==> config.mk <==
export PLATFORM = sky130hd
export DESIGN_NAME = lpc_io_target
export DESIGN_NICKNAME = d
export VERILOG_FILES = /design/src/rtl/lpc_tgt_pkg.sv /design/src/rtl/lpc_tgt_match.sv /design/src/rtl/lpc_tgt_fsm.sv /design/src/rtl/lpc_tgt_drv.sv /design/src/rtl/lpc_io_target.sv
export SDC_FILE = /design/constraint.sdc
export NUM_CORES = 1
export LEC_CHECK = 0
export ABC_CLOCK_PERIOD_IN_PS = 2500
export BUFFER_PORTS_ARGS = -buffer_cell sky130_fd_sc_hd__buf_2
export CAP_MARGIN = 0
export CORE_ASPECT_RATIO = 1.4
export CORE_UTILIZATION = 25
export DETAILED_ROUTE_END_ITERATION = 10
export GPL_ROUTABILITY_DRIVEN = 0
export PLACE_DENSITY = 0.43
export SETUP_SLACK_MARGIN = 0.4
export SLEW_MARGIN = 15
export SYNTH_ARGS = -nofsm -noshare
export SYNTH_HDL_FRONTEND = slang
export SYNTH_SLANG_ARGS = --single-unit
==> constraint.sdc <==
create_clock -name lclk -period 2.5 [get_ports lclk]
set_clock_uncertainty 0.2 [all_clocks]
set_input_delay 0.5 -clock lclk [delete_from_list [all_inputs] [get_ports lclk]]
set_output_delay 0.5 -clock lclk [all_outputs]
set_load 0.005 [all_outputs]
==> src/rtl/lpc_tgt_pkg.sv <==
package lpc_tgt_pkg;

  typedef enum logic [2:0] {
    ST_IDLE,
    ST_CTYPE,
    ST_ADDR,
    ST_WDAT,
    ST_HTAR,
    ST_SYNC,
    ST_RDAT,
    ST_PTAR
  } lpc_st_e;

  localparam logic [3:0] NIB_START = 4'b0000;
  localparam logic [3:0] NIB_READY = 4'b0000;
  localparam logic [3:0] NIB_TURN  = 4'b1111;

endpackage

==> src/rtl/lpc_tgt_match.sv <==
module lpc_tgt_match #(
  parameter int ADDR_W   = 16,
  parameter int WIN_LOG2 = 4,
  localparam int PAGE_W  = ADDR_W - WIN_LOG2
) (
  input  logic [ADDR_W-1:0] addr,
  input  logic [PAGE_W-1:0] page,
  input  logic              enable,
  output logic              hit
);

  always_comb begin
    hit = enable && (addr[ADDR_W-1:WIN_LOG2] == page);
  end

endmodule

==> src/rtl/lpc_tgt_fsm.sv <==
module lpc_tgt_fsm
  import lpc_tgt_pkg::*;
#(
  parameter int ADDR_W = 16,
  parameter int DATA_W = 8,
  localparam int ADDR_NIBS = ADDR_W / 4,
  localparam int DATA_NIBS = DATA_W / 4,
  localparam int CNT_W = $clog2(ADDR_NIBS)
) (
  input  logic              clk,
  input  logic              rst_n,
  input  logic              lframe_n,
  input  logic [3:0]        lad_in,
  input  logic              pwr_down,
  input  logic              hit_in,
  input  logic [DATA_W-1:0] reg_rdata,
  output logic [ADDR_W-1:0] addr_nxt,
  output lpc_st_e           state,
  output logic [CNT_W-1:0]  cnt,
  output logic              hit_q,
  output logic [DATA_W-1:0] rd_byte,
  output logic              reg_wr,
  output logic              reg_rd,
  output logic [ADDR_W-1:0] reg_addr,
  output logic [DATA_W-1:0] reg_wdata
);

  lpc_st_e           st_q, st_d;
  logic [CNT_W-1:0]  cnt_q, cnt_d;
  logic              dir_wr_q;
  logic [ADDR_W-1:0] addr_q;
  logic [DATA_W-1:0] wdata_q;
  logic [DATA_W-1:0] rbyte_q;

  logic addr_last, wdat_last, rdat_last, turn_last;
  logic en_dir, en_addr, en_hit, en_wdat, en_rbyte;

  always_comb begin
    addr_nxt  = {addr_q[ADDR_W-5:0], lad_in};
    addr_last = (cnt_q == CNT_W'(ADDR_NIBS - 1));
    wdat_last = (cnt_q == CNT_W'(DATA_NIBS - 1));
    rdat_last = wdat_last;
    turn_last = (cnt_q == CNT_W'(1));
  end

  // next-state process
  always_comb begin
    st_d  = st_q;
    cnt_d = cnt_q;
    unique case (st_q)
      ST_IDLE: ;
      ST_CTYPE: begin
        cnt_d = '0;
        st_d  = (lad_in[3:2] == 2'b00) ? ST_ADDR : ST_IDLE;
      end
      ST_ADDR: begin
        if (addr_last) begin
          cnt_d = '0;
          st_d  = dir_wr_q ? ST_WDAT : ST_HTAR;
        end else begin
          cnt_d = cnt_q + 1'b1;
        end
      end
      ST_WDAT: begin
        if (wdat_last) begin
          cnt_d = '0;
          st_d  = ST_HTAR;
        end else begin
          cnt_d = cnt_q + 1'b1;
        end
      end
      ST_HTAR: begin
        if (turn_last) begin
          cnt_d = '0;
          st_d  = ST_SYNC;
        end else begin
          cnt_d = cnt_q + 1'b1;
        end
      end
      ST_SYNC: begin
        cnt_d = '0;
        st_d  = dir_wr_q ? ST_PTAR : ST_RDAT;
      end
      ST_RDAT: begin
        if (rdat_last) begin
          cnt_d = '0;
          st_d  = ST_PTAR;
        end else begin
          cnt_d = cnt_q + 1'b1;
        end
      end
      ST_PTAR: begin
        if (turn_last) begin
          cnt_d = '0;
          st_d  = ST_IDLE;
        end else begin
          cnt_d = cnt_q + 1'b1;
        end
      end
      default: st_d = ST_IDLE;
    endcase
    if (!lframe_n) begin
      cnt_d = '0;
      st_d  = (lad_in == NIB_START) ? ST_CTYPE : ST_IDLE;
    end
    if (pwr_down) begin
      st_d  = ST_IDLE;
      cnt_d = '0;
    end
  end

  // clock enables for the datapath registers
  always_comb begin
    en_dir   = (st_q == ST_CTYPE);
    en_addr  = (st_q == ST_ADDR);
    en_hit   = (st_q == ST_ADDR) && addr_last;
    en_wdat  = (st_q == ST_WDAT);
    en_rbyte = (st_q == ST_HTAR) && turn_last && !dir_wr_q;
  end

  // state register process
  always_ff @(posedge clk or negedge rst_n) begin
    if (!rst_n) begin
      st_q  <= ST_IDLE;
      cnt_q <= '0;
    end else begin
      st_q  <= st_d;
      cnt_q <= cnt_d;
    end
  end

  always_ff @(posedge clk or negedge rst_n) begin
    if (!rst_n) begin
      dir_wr_q <= 1'b0;
      addr_q   <= '0;
      hit_q    <= 1'b0;
      wdata_q  <= '0;
      rbyte_q  <= '0;
    end else begin
      if (en_dir)   dir_wr_q <= lad_in[1];
      if (en_addr)  addr_q   <= addr_nxt;
      if (en_hit)   hit_q    <= hit_in;
      if (en_wdat)  wdata_q  <= {lad_in, wdata_q[DATA_W-1:4]};
      if (en_rbyte) rbyte_q  <= reg_rdata;
    end
  end

  always_comb begin
    state     = st_q;
    cnt       = cnt_q;
    rd_byte   = rbyte_q;
    reg_addr  = addr_q;
    reg_wdata = wdata_q;
    reg_wr    = (st_q == ST_HTAR) && (cnt_q == '0) &&  dir_wr_q && hit_q && !pwr_down;
    reg_rd    = (st_q == ST_HTAR) && (cnt_q == '0) && !dir_wr_q && hit_q && !pwr_down;
  end


  ctype_reject_chk: assert property (@(posedge clk) disable iff (!rst_n)
    (st_q == ST_CTYPE && lframe_n && lad_in[3:2] != 2'b00) |=> (st_q == ST_IDLE));


  pd_idle_chk: assert property (@(posedge clk) disable iff (!rst_n)
    pwr_down |=> (st_q == ST_IDLE));


  wr_pulse_chk: assert property (@(posedge clk) disable iff (!rst_n)
    reg_wr |=> !reg_wr);


  rd_turn_chk: assert property (@(posedge clk) disable iff (!rst_n)
    (reg_rd && lframe_n) |=> (st_q == ST_HTAR && cnt_q == CNT_W'(1)));

endmodule

==> src/rtl/lpc_tgt_drv.sv <==
module lpc_tgt_drv
  import lpc_tgt_pkg::*;
#(
  parameter int DATA_W = 8,
  parameter int CNT_W  = 2
) (
  input  logic              clk,
  input  logic              rst_n,
  input  lpc_st_e           state,
  input  logic [CNT_W-1:0]  cnt,
  input  logic              hit_q,
  input  logic              pwr_down,
  input  logic [DATA_W-1:0] rd_byte,
  output logic [3:0]        lad_out,
  output logic              lad_oe
);

  logic drive_phase;

  always_comb begin
    drive_phase = (state == ST_SYNC) || (state == ST_RDAT) ||
                  ((state == ST_PTAR) && (cnt == '0));
    lad_oe  = drive_phase && hit_q && !pwr_down;
    lad_out = NIB_READY;
    unique case (state)
      ST_RDAT: lad_out = rd_byte[4*int'(cnt) +: 4];
      ST_PTAR: lad_out = NIB_TURN;
      default: lad_out = NIB_READY;
    endcase
  end


  turn_release_chk: assert property (@(posedge clk) disable iff (!rst_n)
    (state == ST_PTAR && cnt == '0) |=> !lad_oe);

endmodule

==> src/rtl/lpc_io_target.sv <==
module lpc_io_target
  import lpc_tgt_pkg::*;
#(
  parameter int ADDR_W   = 16,
  parameter int DATA_W   = 8,
  parameter int WIN_LOG2 = 4,
  localparam int PAGE_W  = ADDR_W - WIN_LOG2,
  localparam int CNT_W   = $clog2(ADDR_W / 4)
) (
  input  logic              lclk,
  input  logic              lreset_n,
  input  logic              lframe_n,
  input  logic [3:0]        lad_in,
  output logic [3:0]        lad_out,
  output logic              lad_oe,
  input  logic              pwr_down,
  input  logic              win_en,
  input  logic [PAGE_W-1:0] win_page,
  output logic              reg_wr,
  output logic              reg_rd,
  output logic [ADDR_W-1:0] reg_addr,
  output logic [DATA_W-1:0] reg_wdata,
  input  logic [DATA_W-1:0] reg_rdata
);

  logic [1:0]        rst_pipe;
  logic              rst_n;
  logic [ADDR_W-1:0] addr_nxt;
  logic              hit_now;
  lpc_st_e           state;
  logic [CNT_W-1:0]  cnt;
  logic              hit_q;
  logic [DATA_W-1:0] rd_byte;

  always_ff @(posedge lclk or negedge lreset_n) begin
    if (!lreset_n) rst_pipe <= 2'b00;
    else           rst_pipe <= {rst_pipe[0], 1'b1};
  end

  always_comb rst_n = rst_pipe[1];

  lpc_tgt_match #(.ADDR_W(ADDR_W), .WIN_LOG2(WIN_LOG2)) u_match (
    .addr   (addr_nxt),
    .page   (win_page),
    .enable (win_en),
    .hit    (hit_now)
  );

  lpc_tgt_fsm #(.ADDR_W(ADDR_W), .DATA_W(DATA_W)) u_fsm (
    .clk       (lclk),
    .rst_n     (rst_n),
    .lframe_n  (lframe_n),
    .lad_in    (lad_in),
    .pwr_down  (pwr_down),
    .hit_in    (hit_now),
    .reg_rdata (reg_rdata),
    .addr_nxt  (addr_nxt),
    .state     (state),
    .cnt       (cnt),
    .hit_q     (hit_q),
    .rd_byte   (rd_byte),
    .reg_wr    (reg_wr),
    .reg_rd    (reg_rd),
    .reg_addr  (reg_addr),
    .reg_wdata (reg_wdata)
  );

  lpc_tgt_drv #(.DATA_W(DATA_W), .CNT_W(CNT_W)) u_drv (
    .clk      (lclk),
    .rst_n    (rst_n),
    .state    (state),
    .cnt      (cnt),
    .hit_q    (hit_q),
    .pwr_down (pwr_down),
    .rd_byte  (rd_byte),
    .lad_out  (lad_out),
    .lad_oe   (lad_oe)
  );


  miss_quiet_chk: assert property (@(posedge lclk) disable iff (!rst_n)
    lad_oe |-> hit_q);


  frame_abort_chk: assert property (@(posedge lclk) disable iff (!rst_n)
    (!lframe_n && lad_in != NIB_START) |=> !lad_oe);

endmodule

Word level (Yosys, flattened, before mapping)
Index checks and enable logic that the tools add are counted.
{"block": "word_totals", "out_inout_bits": 31, "reg_bits": 41, "word_cells": 69}
{"block": "op_classes", "n_eq_ne": 17, "shifts": 1, "reduce_logical": 24, "n_mux": 18, "n_addsub": 1}
{"operator": "2-to-1 mux 3 bit", "count": 8}
{"operator": "one-hot mux 3 bit (7 select lines)", "count": 1}
{"operator": "inequality test 4 x 3 -> 1 bit (second input constant)", "count": 5}
{"operator": "logical AND 1 bit", "count": 14}
{"operator": "== test 12 bit", "count": 1}
{"operator": "== test 3 bit (second input constant)", "count": 4}
{"operator": "2-to-1 mux 2 bit", "count": 5}
{"operator": "inequality test 9 x 1 -> 1 bit (second input constant)", "count": 1}
{"operator": "one-hot mux 4 bit (2 select lines)", "count": 1}
{"operator": "variable part select 8 x 5 -> 4 bit", "count": 1}
{"operator": "== test 3 x 2 -> 1 bit (second input constant)", "count": 2}
{"operator": "one-hot mux 2 bit (3 select lines)", "count": 1}
{"operator": "AND reduction 6 bit", "count": 1}
{"operator": "inequality test 5 x 3 -> 1 bit (second input constant)", "count": 1}
{"operator": "zero test 2 bit", "count": 2}
{"operator": "zero test 4 bit", "count": 1}
{"operator": "OR reduction 4 bit", "count": 1}
{"operator": "== test 3 x 1 -> 1 bit (second input constant)", "count": 1}
{"operator": "adder 2 x 1 -> 2 bit (second input constant)", "count": 1}
{"operator": "== test 2 x 1 -> 1 bit (second input constant)", "count": 1}
{"operator": "== test 2 bit (second input constant)", "count": 1}
{"operator": "zero test 1 bit", "count": 2}
{"operator": "logical OR 1 bit", "count": 2}
{"operator": "2-to-1 mux 1 bit", "count": 2}
{"operator": "OR reduction 2 bit", "count": 1}

Depth between registers and ports, before layout
Gate-level depths: netlist (run 1).
{"block": "logic_depth", "word_depth": 5, "mapped_depth": 7}

By module
A second synthesis (run 1) with hierarchy kept.
{"block": "unflattened", "hier_cells": 182, "area_unflattened_um2": 2177.1}
{"mod": "lpc_tgt_fsm", "instances": 1, "area_per_inst_um2": 1866.8, "cells_per_inst": 147}
{"mod": "lpc_tgt_match", "instances": 1, "area_per_inst_um2": 138.9, "cells_per_inst": 17}
{"mod": "lpc_tgt_drv", "instances": 1, "area_per_inst_um2": 117.6, "cells_per_inst": 15}
{"mod": "lpc_io_target", "instances": 1, "area_per_inst_um2": 53.8, "cells_per_inst": 3}

Worst setup path before layout (run 1)
No wires, ideal clock.
{"block": "synth_path", "kind": "register to output", "startpoint": "register u_fsm.st_q[0], in the netlist u_fsm.state[0]", "endpoint": "output lad_out[0]", "path_stages_with_launch": 5, "required_time_ps": 1800, "t_arrival_ps": 1168, "setup_slack_ps": 632, "n_path_buf": 1, "path_cell_list": "dfrtp_1 > buf_6 > nand2b_4 > or3_1 > o21ai_0"}
{"block": "synth_between", "elab_chain_cells": 2, "elab_cells_between_ends": 3, "cone_classes": "eq/ne: 2; mux: 1"}
{"item": "start, declared", "line": "lpc_tgt_fsm.sv:28", "text": "lpc_st_e st_q, st_d;"}
{"item": "start signal, assigned", "line": "lpc_tgt_fsm.sv:127", "text": "st_q <= st_d;"}
{"item": "== test 3 bit", "line": "lpc_tgt_drv.sv:25", "text": "unique case (state)"}
{"item": "one-hot mux 4 bit (2 select lines) (*)", "line": "lpc_tgt_drv.sv:25"}
{"item": "end, declared", "line": "lpc_io_target.sv:14", "text": "output logic [3:0] lad_out,"}
Every way passes the cells marked *; elsewhere a longest branch is shown, timed or not.

Worst setup path in the final report (run 1)
{"block": "layout_path", "startpoint": "register u_fsm.st_q[0], in the netlist u_fsm.state[0]", "endpoint": "output lad_out[2]"}
Same word-level chain as after synthesis.

==> qor.yml, run 1 <==
sta:
  fin_crit_ps: 2150
  worst_pin_slew_ps: 863
  maxSlewHeadroom: 0.425
  rsz0062_at_grt: "true"
  fin_setup_tns_ps: 0
  fmax_mhz: 465
  hold_violations: 0
  finalSetupViolCount: 0
  holdWs_ps: 154
  drv_slew: 0
  finalCritPeriodShare: 0.861
finish:
  fin_util: 0.338
  fin_cells: 344
  multi_input_area_um2: 998
  nFillCells: 871
  final_layout_size_suffix_gt1_frac: 0.504
  diodes: 0
  area_growth_pct: 29.0
  nets: 276
  design_area_um2: 2670
  regArea_um2: 1030
grt:
  grt_first_pass_wirelength_mm: 7.67
  grt_pass1_vias: 1576
  antenna_found_initial: 0
  grt_max_degree: 40
  grtUsageTotal: 0.117
  gr-total-overflow: 0
placed_design:
  dpl.cell_count: 330
  placed_area_um2: 2480
  hpwl_mm: 3.40
  io_buffers: 59
floorplanning:
  rows: 38
  ios: 60
  start_util: 0.262
  die_area_um2: 8650
  die_w_um: 78.9
  fp.dieH_um: 110
  core_um2: 7890
power:
  powerDensity_nw_per_um2: 753
  ir_worst_vdd_mv: 0.312
  leakage_nw: 1.24
critical_path:
  r2r_slack_ps: 590
  r2r_start: "u_fsm.cnt[1]"
  ff2ff_path_depth: 5
  reg2reg_to: "u_fsm.rd_byte[5]"
  crit_fanout: 4
  crit_path_start_kind: "flip-flop"
  critical_path_class: "flip-flop to primary output"
  crit_path_end_kind: "primary output"
  crit_required_ps: 1800
  arrival_ps: 1450
clock_tree:
  cts_tree: "done"
  path_clk_slew_ps: 90
  clk_latency_ps: 300
  numCtsBuffers: 5
  cts-htree-levels: 2
  clock_sinks: 41
  clockBufferDepth: 2
  cts-root-buf: "clkbuf_8"
drt:
  first_pass_iters: 4
  drc: 0
  num_vias: 1542
  wl_per_cell_um: 13.6
  viasPerCell: 4.48
  routed_wl_mm: 4.67
  drt.antenna.violating_nets: 0
  drtIter0Drc: 49
synth:
  ys_seq_elements: 41
  synth_area_um2: 2070
  synth-edff-count: 0
  yosysWarnings: 0
  netlist_top_cells_area: "dfrtp_1, mux2_2, o21ai_0"
  synth_top_area_share: 0.496
  syn_avg_cell_area_um2: 11.9
  synth_top_cell_by_area: "dfrtp_1"
  netlist-cell-type-count: 35
  synth_fp_nets: 207
  ys_seq_area_frac: 0.496
  post_synth_inst_count: 174
  postSynth.asyncResetShare: 1.00
  synth_ff_type: "dfrtp_1"
hold_path:
  min_path_type: "flip-flop to flip-flop"
  min_delay_path_depth: 0
  hold_end: "rst_pipe[1]"
  hp-start: "rst_pipe[0]"
flow_run:
  timing.max_cap.violations: 0
status:
  outcome: "finished clean"
[metrics by stage]
stage	setup WS, ps	power (mW)
2_1_floorplan	632	1.24
3_3_place_gp	463	1.49
3_5_place_dp	409	1.49
4_1_cts	328	2.05
5_1_grt	285	2.14
6_report	348	2.01
[logic make-up after synthesis]
logic type	count (synthesis)	share of synthesized area
compound gates	25	0.0726
xor+xnor	12	0.0508
fa+ha+maj	4	0.0242
buf+inv	13	0.0333
flops	41	0.496
mux	38	0.204
other cells	1	0.00181
simple gates	40	0.117
[final cells by class]
| cell class | instances | share of cell area |
|---|---|---|
| repair buffers | 70 | 0.145 |
| well taps | 100 | 0.0469 |
| multi-input cells | 120 | 0.374 |
| clock inverters | 2 | 0.0145 |
| clock buffers | 6 | 0.0272 |
| flip-flops and latches | 41 | 0.385 |
| inverters | 5 | 0.00703 |
[repair_timing]
action / CTS / global route
endpoints found under the hold margin: 2 / 0
resized for setup: 10 / 6
gates cloned: 0 / 0
pin swaps: 0 / 3
buffers inserted: 4 / 1
setup endpoints to repair: 7 / 15
hold buffers: 1 / 0
[state kept, by name, indices dropped and copies added, names as in the netlist]
| name | count |
|---|---|
| rst_pipe | 2 |
| u_fsm.reg_wdata | 8 |
| u_fsm.state | 3 |
| u_fsm.reg_addr | 16 |
| u_fsm.hit_q | 1 |
| u_fsm.cnt | 2 |
| u_fsm.dir_wr_q | 1 |
| u_fsm.rd_byte | 8 |
[Yosys cell counts (all sizes together) (2+ instances only)]
cell,n
mux2i,5
clkbuf,3
dfrtp,41
mux2,33
inv,5
nand2,8
nor4,3
o21ai,15
nand2b,3
xnor2,4
ha,4
nor2,8
buf,5
xor2,8
nand3,7
nor3b,3
o31ai,2
a21oi,3
nor2b,3
[placed cells by master, fill, tap and decap left out, drive strengths merged, types with 2 or more instances in the layout]
| cell | synthesis | final |
|---|---|---|
| buf | 5 | 69 |
| dfrtp | 41 | 41 |
| nor2b | 3 | 3 |
| nand2b | 3 | 3 |
| clkbuf | 3 | 6 |
| nand2 | 8 | 8 |
| nor3b | 3 | 3 |
| xnor2 | 4 | 4 |
| nor4 | 3 | 3 |
| o21ai | 15 | 15 |
| mux2i | 5 | 5 |
| mux2 | 33 | 33 |
| xor2 | 8 | 8 |
| nor2 | 8 | 8 |
| inv | 5 | 5 |
| a21oi | 3 | 3 |
| o31ai | 2 | 2 |
| ha | 4 | 4 |
| nand3 | 7 | 7 |
[power by group]
group	leakage (nW)	switching, mW	internal [mW]	total (mW)
logic	0.655	0.183	0.297	0.480
registers	0.525	0.164	0.823	0.987
clock network	0.0554	0.243	0.300	0.543
total	1.24	0.590	1.42	2.01
[critical path: stages (launching register included)]
cell and delay, ps:
dfrtp_1 390, nand2b_4 150, or3_4 360, o21ai_1 140
buf_2 120
[how the worst max path moves through the flow]
stage | cells after the start | start | to | slack, ps
final | 4 | u_fsm.state[0] | lad_out[2] | 350
after global routing | 4 | u_fsm.state[0] | lad_out[0] | 280
after CTS | 4 | u_fsm.state[0] | lad_out[1] | 330
after detailed placement | 4 | u_fsm.cnt[1] | u_fsm.rd_byte[5] | 410
after global placement | 4 | u_fsm.cnt[1] | u_fsm.rd_byte[2] | 460
after floorplan | 4 | u_fsm.state[0] | lad_out[0] | 630
[routing by layer]
layer,track usage,vias to the layer above,wire [um],part of all wire
met1,0.142,741,2060,0.44
met4,0.0597,0,61,0.013
met2,0.194,40,2340,0.50
li1,-,757,-,-
met3,0.0241,4,200,0.043
met5,0,-,0,0
Power figures use the tool's default switching activity.
==> run 2, diff against run 1 <==
--- a/config.mk
+++ b/config.mk
@@ -5,10 +5,10 @@
 export SDC_FILE = /design/constraint.sdc
 export NUM_CORES = 1
 export LEC_CHECK = 0
-export ABC_CLOCK_PERIOD_IN_PS = 2500
+export ABC_CLOCK_PERIOD_IN_PS = 2250
 export BUFFER_PORTS_ARGS = -buffer_cell sky130_fd_sc_hd__buf_2
 export CAP_MARGIN = 0
-export CORE_ASPECT_RATIO = 1.4
+export CORE_ASPECT_RATIO = 1.1
 export CORE_UTILIZATION = 25
 export DETAILED_ROUTE_END_ITERATION = 10
 export GPL_ROUTABILITY_DRIVEN = 0
==> constraint.sdc (replaced) <==
create_clock -name lclk -period 2.25 [get_ports lclk]
set_clock_uncertainty 0.2 [all_clocks]
set_input_delay 0.45 -clock lclk [delete_from_list [all_inputs] [get_ports lclk]]
set_output_delay 0.45 -clock lclk [all_outputs]
set_load 0.005 [all_outputs]
==> run 2 against run 1 <==
  * Critical endpoint unchanged
  * Largest power group unchanged
  * Sequential power up 10%
  * Hold slack worse by 46 ps
  * Largest cell class is now multi-input combinational cells
  * Core utilization up 2.2 points
  * Cell count up 3.8%
  * First-iteration DRC count up 55%
  * Global-route usage up 0.17 points
==> qor.yml, run 2 (synthesis gave the netlist of run 1 again) <==
finish:
  layout_commonest_cell: "buf_2"
  design_area_um2: 2870  # +7.4%
  largest_reg_flops: 16  # unchanged
  regArea_um2: 1030  # -0.12%
  nFillCells: 829  # -4.8%
  nets: 281  # +1.8%
  fin_util: 0.360  # +0.0222
  final_cell_mix: "buf_2, dfrtp_1, mux2_4, mux2_2, o21ai_0"
  area_growth_pct: 38.6
  final_layout_size_suffix_gt1_frac: 0.510  # +0.00594
  diodes: 0  # unchanged
  multi_input_area_um2: 1100  # +9.8%
sta:
  drv_slew: 0  # unchanged
  finalSetupViolCount: 0  # unchanged
  maxSlewHeadroom: 0.655  # +0.230
  fmax_mhz: 479
  worst_pin_slew_ps: 518  # -344 ps
  hold_violations: 0  # unchanged
  fin_setup_tns_ps: 0  # unchanged
  fin_crit_ps: 2090
  rsz0062_at_grt: "true"
  finalCritPeriodShare: 0.929
grt:
  grt_pass1_vias: 1498  # -4.9%
  grt_max_degree: 40  # unchanged
  grt_first_pass_wirelength_mm: 7.70  # +0.46%
  antenna_found_initial: 0  # unchanged
  grtUsageTotal: 0.118  # +0.00167
  gr-total-overflow: 0  # unchanged
power:
  ir_worst_vdd_mv: 0.269  # -14%
  powerDensity_nw_per_um2: 818  # +8.6%
  leakage_nw: 1.32  # +7.0%
  p_total_mw: 2.35  # +17%
drt:
  drc: 0  # unchanged
  num_vias: 1564  # +1.4%
  wl_per_cell_um: 13.9  # +2.1%
  drt.antenna.violating_nets: 0  # unchanged
  first_pass_iters: 4  # unchanged
  viasPerCell: 4.38  # -2.3%
  routed_wl_mm: 4.95  # +6.0%
  drtIter0Drc: 76  # +55%
floorplanning:
  die_area_um2: 8640  # about the same
  core_um2: 7960  # +0.79%
  start_util: 0.260  # -0.00206
  die_w_um: 88.7  # +12%
  fp.dieH_um: 97.4  # -11%
  rows: 34  # -11%
  ios: 60  # unchanged
placed_design:
  io_buffers: 59  # unchanged
  hpwl_mm: 3.37  # -0.91%
  placed_area_um2: 2500  # +0.96%
hold_path:
  min_path_type: "flip-flop to asynchronous set/reset pin"
critical_path:
  arrival_ps: 1440  # about the same
  crit_path_start_kind: "flip-flop"
  ff2ff_path_depth: 6  # +1
  reg2reg_to: "u_fsm.reg_addr[3]"
  critical_path_class: "flip-flop to primary output"
  crit_path_end_kind: "primary output"
  worstPathCellList: "nand2b_4, or3_4, o21ai_1, buf_2"
  cp_slowest_cell: "dfrtp_1"
  crit_fanout: 4  # unchanged
  cp_slowest_stage_delay_ps: 390  # about the same
  crit_required_ps: 1600  # -200 ps
  r2r_start: "u_fsm.state[2]"
  path_delay_family: "simple AND/OR/NAND/NOR gates"
  cp_num_buf_inv: 1  # unchanged
  r2r_slack_ps: 410  # -180 ps
clock_tree:
  clock_sinks: 41  # unchanged
  path_clk_slew_ps: 80  # about the same
  clockBufferDepth: 2  # unchanged
  cts_tree: "done"
  cts-root-buf: "clkbuf_8"
  cts-htree-levels: 2  # unchanged
  numCtsBuffers: 5  # unchanged
  clk_latency_ps: 290  # about the same
status:
  outcome: "finished clean"
flow_run:
  timing.max_cap.violations: 0  # unchanged
run 2: through the flow:
stage,hold slack (ps),std cells,worst slack (ps)
after floorplan,-45.6,174,417
after CTS,149,351,146
final,108,357,160
after global placement,35.8,340,395
after detailed placement,41.6,340,378
after global routing,165,357,96.0
run 2: where the power goes:
group	switching, mW	leakage [nW]	internal [mW]
Clock	0.256	0.0585	0.362
Sequential	0.180	0.526	0.915
Combinational	0.220	0.738	0.413
run 2: worst max-delay path by stage:
stage	startpoint	endpoint	slack, ps	cells past startpoint
after detailed placement	u_fsm.cnt[1]	u_fsm.rd_byte[1]	380	5
after global placement	u_fsm.cnt[1]	u_fsm.rd_byte[2]	390	5
final	u_fsm.state[0]	lad_out[2]	160	4
after floorplan	u_fsm.cnt[1]	u_fsm.rd_byte[0]	420	4
after global routing	u_fsm.state[0]	lad_out[2]	100	4
after CTS	u_fsm.state[0]	lad_out[1]	150	4
run 2: area by class of cell:
cell class              count  share of cell area
clock buffers               7              0.0301
multi-input cells         120               0.382
inverters                   5             0.00655
repair buffers             75               0.165
clock inverters             1              0.0105
flip-flops and latches     41               0.358
well taps                 108              0.0471
run 2: what timing repair did:
action / 4_1_cts / 5_1_grt
setup endpoints to repair: 15 / 41
resized for setup: 17 / 32
buffers inserted: 2 / 5
pin swaps: 1 / 2
hold endpoints to repair: 2 / 0
gates cloned: 0 / 1
hold buffers: 1 / 0
run 2: metal layers:
metal | GRT usage | vias to the layer above | part of all wire
met5 | 0 | - | 0
met4 | 0.0409 | 0 | 0.012
met3 | 0.0255 | 5 | 0.038
met2 | 0.179 | 28 | 0.47
met1 | 0.165 | 775 | 0.48
li1 | - | 756 | -
==> run 3, diff against run 2 <==
--- a/config.mk
+++ b/config.mk
@@ -10,6 +10,7 @@
 export CAP_MARGIN = 0
 export CORE_ASPECT_RATIO = 1.1
 export CORE_UTILIZATION = 25
+export CTS_BUF_LIST = sky130_fd_sc_hd__clkbuf_4 sky130_fd_sc_hd__clkbuf_8
 export DETAILED_ROUTE_END_ITERATION = 10
 export GPL_ROUTABILITY_DRIVEN = 0
 export PLACE_DENSITY = 0.43
@@ -17,4 +18,5 @@
 export SLEW_MARGIN = 15
 export SYNTH_ARGS = -nofsm -noshare
 export SYNTH_HDL_FRONTEND = slang
+export SYNTH_HIERARCHICAL = 1
 export SYNTH_SLANG_ARGS = --single-unit
==> run 3 against run 2 <==
  * Non-clock buffer count up 11
  * Count of clock-buffer cells in the layout down 2
  * Core utilization down 0.67 points
  * Wire length up 4.1%
  * Design area up 3.2%
  * Total power down 34%
  * Fmax up 2.6%
  * Cell count up 2.2%
  * Critical endpoint is now reg_wr
  * Highest routed layer unchanged
==> qor.yml, run 3 <==
status:
  outcome: "finished clean"
clock_tree:
  clock_sinks: 41  # unchanged
  cts_tree: "done"
  cts-root-buf: "clkbuf_8"
  cts-htree-levels: 2  # unchanged
  clockBufferDepth: 2  # unchanged
  numCtsBuffers: 5  # unchanged
  path_clk_slew_ps: 90  # about the same
  clk_latency_ps: 290  # about the same
power:
  powerDensity_nw_per_um2: 524  # -36%
  leakage_nw: 1.36  # +2.8%
  ir_worst_vdd_mv: 0.239  # -11%
grt:
  use_met1: 0.165  # +0.000335
  grtUsageMet3: 0.0260  # +0.000505
  grt_max_degree: 40  # unchanged
  gr-total-overflow: 0  # unchanged
  grt_pass1_vias: 1646  # +9.9%
  antenna_found_initial: 0  # unchanged
  grt_first_pass_wirelength_mm: 8.58  # +11%
  busiest_layer: "met2"
  grt_util_met2: 0.187  # +0.00744
  grtUsageTotal: 0.121  # +0.00232
critical_path:
  crit_path_end_kind: "primary output"
  critical_path_class: "flip-flop to primary output"
  crit_path_start_kind: "flip-flop"
  crit_required_ps: 1600  # about the same
  arrival_ps: 1390  # -50 ps
  crit_fanout: 4  # unchanged
finish:
  area_growth_pct: 37.8
  fin_util: 0.354  # -0.00671
  final_layout_size_suffix_gt1_frac: 0.602  # +0.0923
  diodes: 0  # unchanged
  layout_commonest_cell: "buf_2"
  nets: 286  # +1.8%
  final_cell_mix: "buf_2, dfrtp_1, mux2_2, buf_4, mux2_4"
  largest_reg_flops: 16  # unchanged
sta:
  rsz0062_at_grt: "true"
  finalSetupViolCount: 0  # unchanged
  fmax_mhz: 491  # +2.6%
  drv_slew: 0  # unchanged
  fin_crit_ps: 2040  # -52.3 ps
  finalCritPeriodShare: 0.905  # -0.0232
  maxSlewHeadroom: 0.658  # +0.00375
  hold_violations: 0  # unchanged
  fin_setup_tns_ps: 0  # unchanged
  worst_pin_slew_ps: 513  # -5.62 ps
drt:
  drtIter0Drc: 84  # +11%
  num_vias: 1637  # +4.7%
  viasPerCell: 4.48  # +2.4%
  routed_wl_mm: 5.15  # +4.1%
  drt.antenna.violating_nets: 0  # unchanged
  drc: 0  # unchanged
  wl_per_cell_um: 14.1  # +1.8%
  first_pass_iters: 4  # unchanged
floorplanning:
  die_area_um2: 8960  # +3.7%
  rows: 35  # +2.9%
  core_um2: 8360  # +5.1%
  start_util: 0.257  # -0.00329
  fp.dieH_um: 99.2  # +1.8%
  ios: 60  # unchanged
  die_w_um: 90.4  # +1.8%
placed_design:
  hpwl_mm: 3.36  # -0.38%
  io_buffers: 59  # unchanged
synth:
  synth_area_um2: 2150  # +3.8%
  yosysWarnings: 6  # +6
  post_synth_inst_count: 178  # +2.3%
  synth_fp_nets: 211  # +1.9%
  syn_avg_cell_area_um2: 12.1  # +1.5%
hold_path:
  min_path_type: "flip-flop to asynchronous set/reset pin"
flow_run:
  timing.max_cap.violations: 0  # unchanged
-- run 3: what timing repair did --
item	CTS	global route
endpoints found under the hold margin	2	0
gates resized for setup	35	26
buffers inserted	15	4
endpoints found under the setup margin	31	42
gates cloned	1	0
pin swaps	8	2
hold buffers	1	0
-- run 3: worst max-delay path, cell delays in order (launching register included) --
cell and delay (ps):
dfrtp_2 440, inv_2 90, ha_4 130, nand2_2 60, nor2_4 90, and3_4 180
buf_2 100
-- run 3: cell type report --
cell class / instances / area, um^2
multi-input cells: 115 / 1120
clock inverters: 3 / 17.5
clock buffers: 5 / 68.8
fillers: 850 / 5410
flip-flops and latches: 41 / 1030
repair buffers: 86 / 566
well taps: 111 / 139
inverters: 4 / 15.0
-- run 3: metrics by stage --
| step | cell area, um^2 | setup slack (ps) | hold WS, ps | instances | total power, mW |
|---|---|---|---|---|---|
| after floorplan | 2150 | 474 | -45.6 | 178 | 0.992 |
| after global placement | 2490 | 362 | 35.6 | 336 | 1.06 |
| after detailed placement | 2490 | 353 | 36.4 | 336 | 1.06 |
| after CTS | 2820 | 173 | 142 | 361 | 1.58 |
| after global routing | 2960 | 131 | 165 | 365 | 1.65 |
| final | 2960 | 213 | 114 | 365 | 1.55 |
-- run 3: power breakdown --
group	switching (mW)	internal (mW)
Combinational	0.0950	0.137
Sequential	0.0526	0.788
Clock	0.264	0.214
Total	0.412	1.14
-- run 3: final timing paths --
| kind | from | endpoint | slack (ps) | cells past startpoint |
|---|---|---|---|---|
| max in group asynchronous | rst_pipe[1] | u_fsm/state[0] | 1350 | 1 |
| setup reg to reg | u_fsm/state[2] | u_fsm/reg_addr[5] | 430 | 6 |
| hold / removal | rst_pipe[1] | u_fsm/hit_q | 110 | 1 |
| setup / recovery | u_fsm/cnt[0] | reg_wr | 210 | 6 |
| hold reg to reg | rst_pipe[1] | u_fsm/hit_q | 110 | 1 |
| min in group lclk | rst_pipe[0] | rst_pipe[1] | 160 | 0 |
-- run 3: per-layer routing --
layer | wire length, um | vias up
met5 | 0 | -
met3 | 187 | 6
li1 | - | 764
met2 | 2510 | 47
met4 | 63 | 0
met1 | 2390 | 820
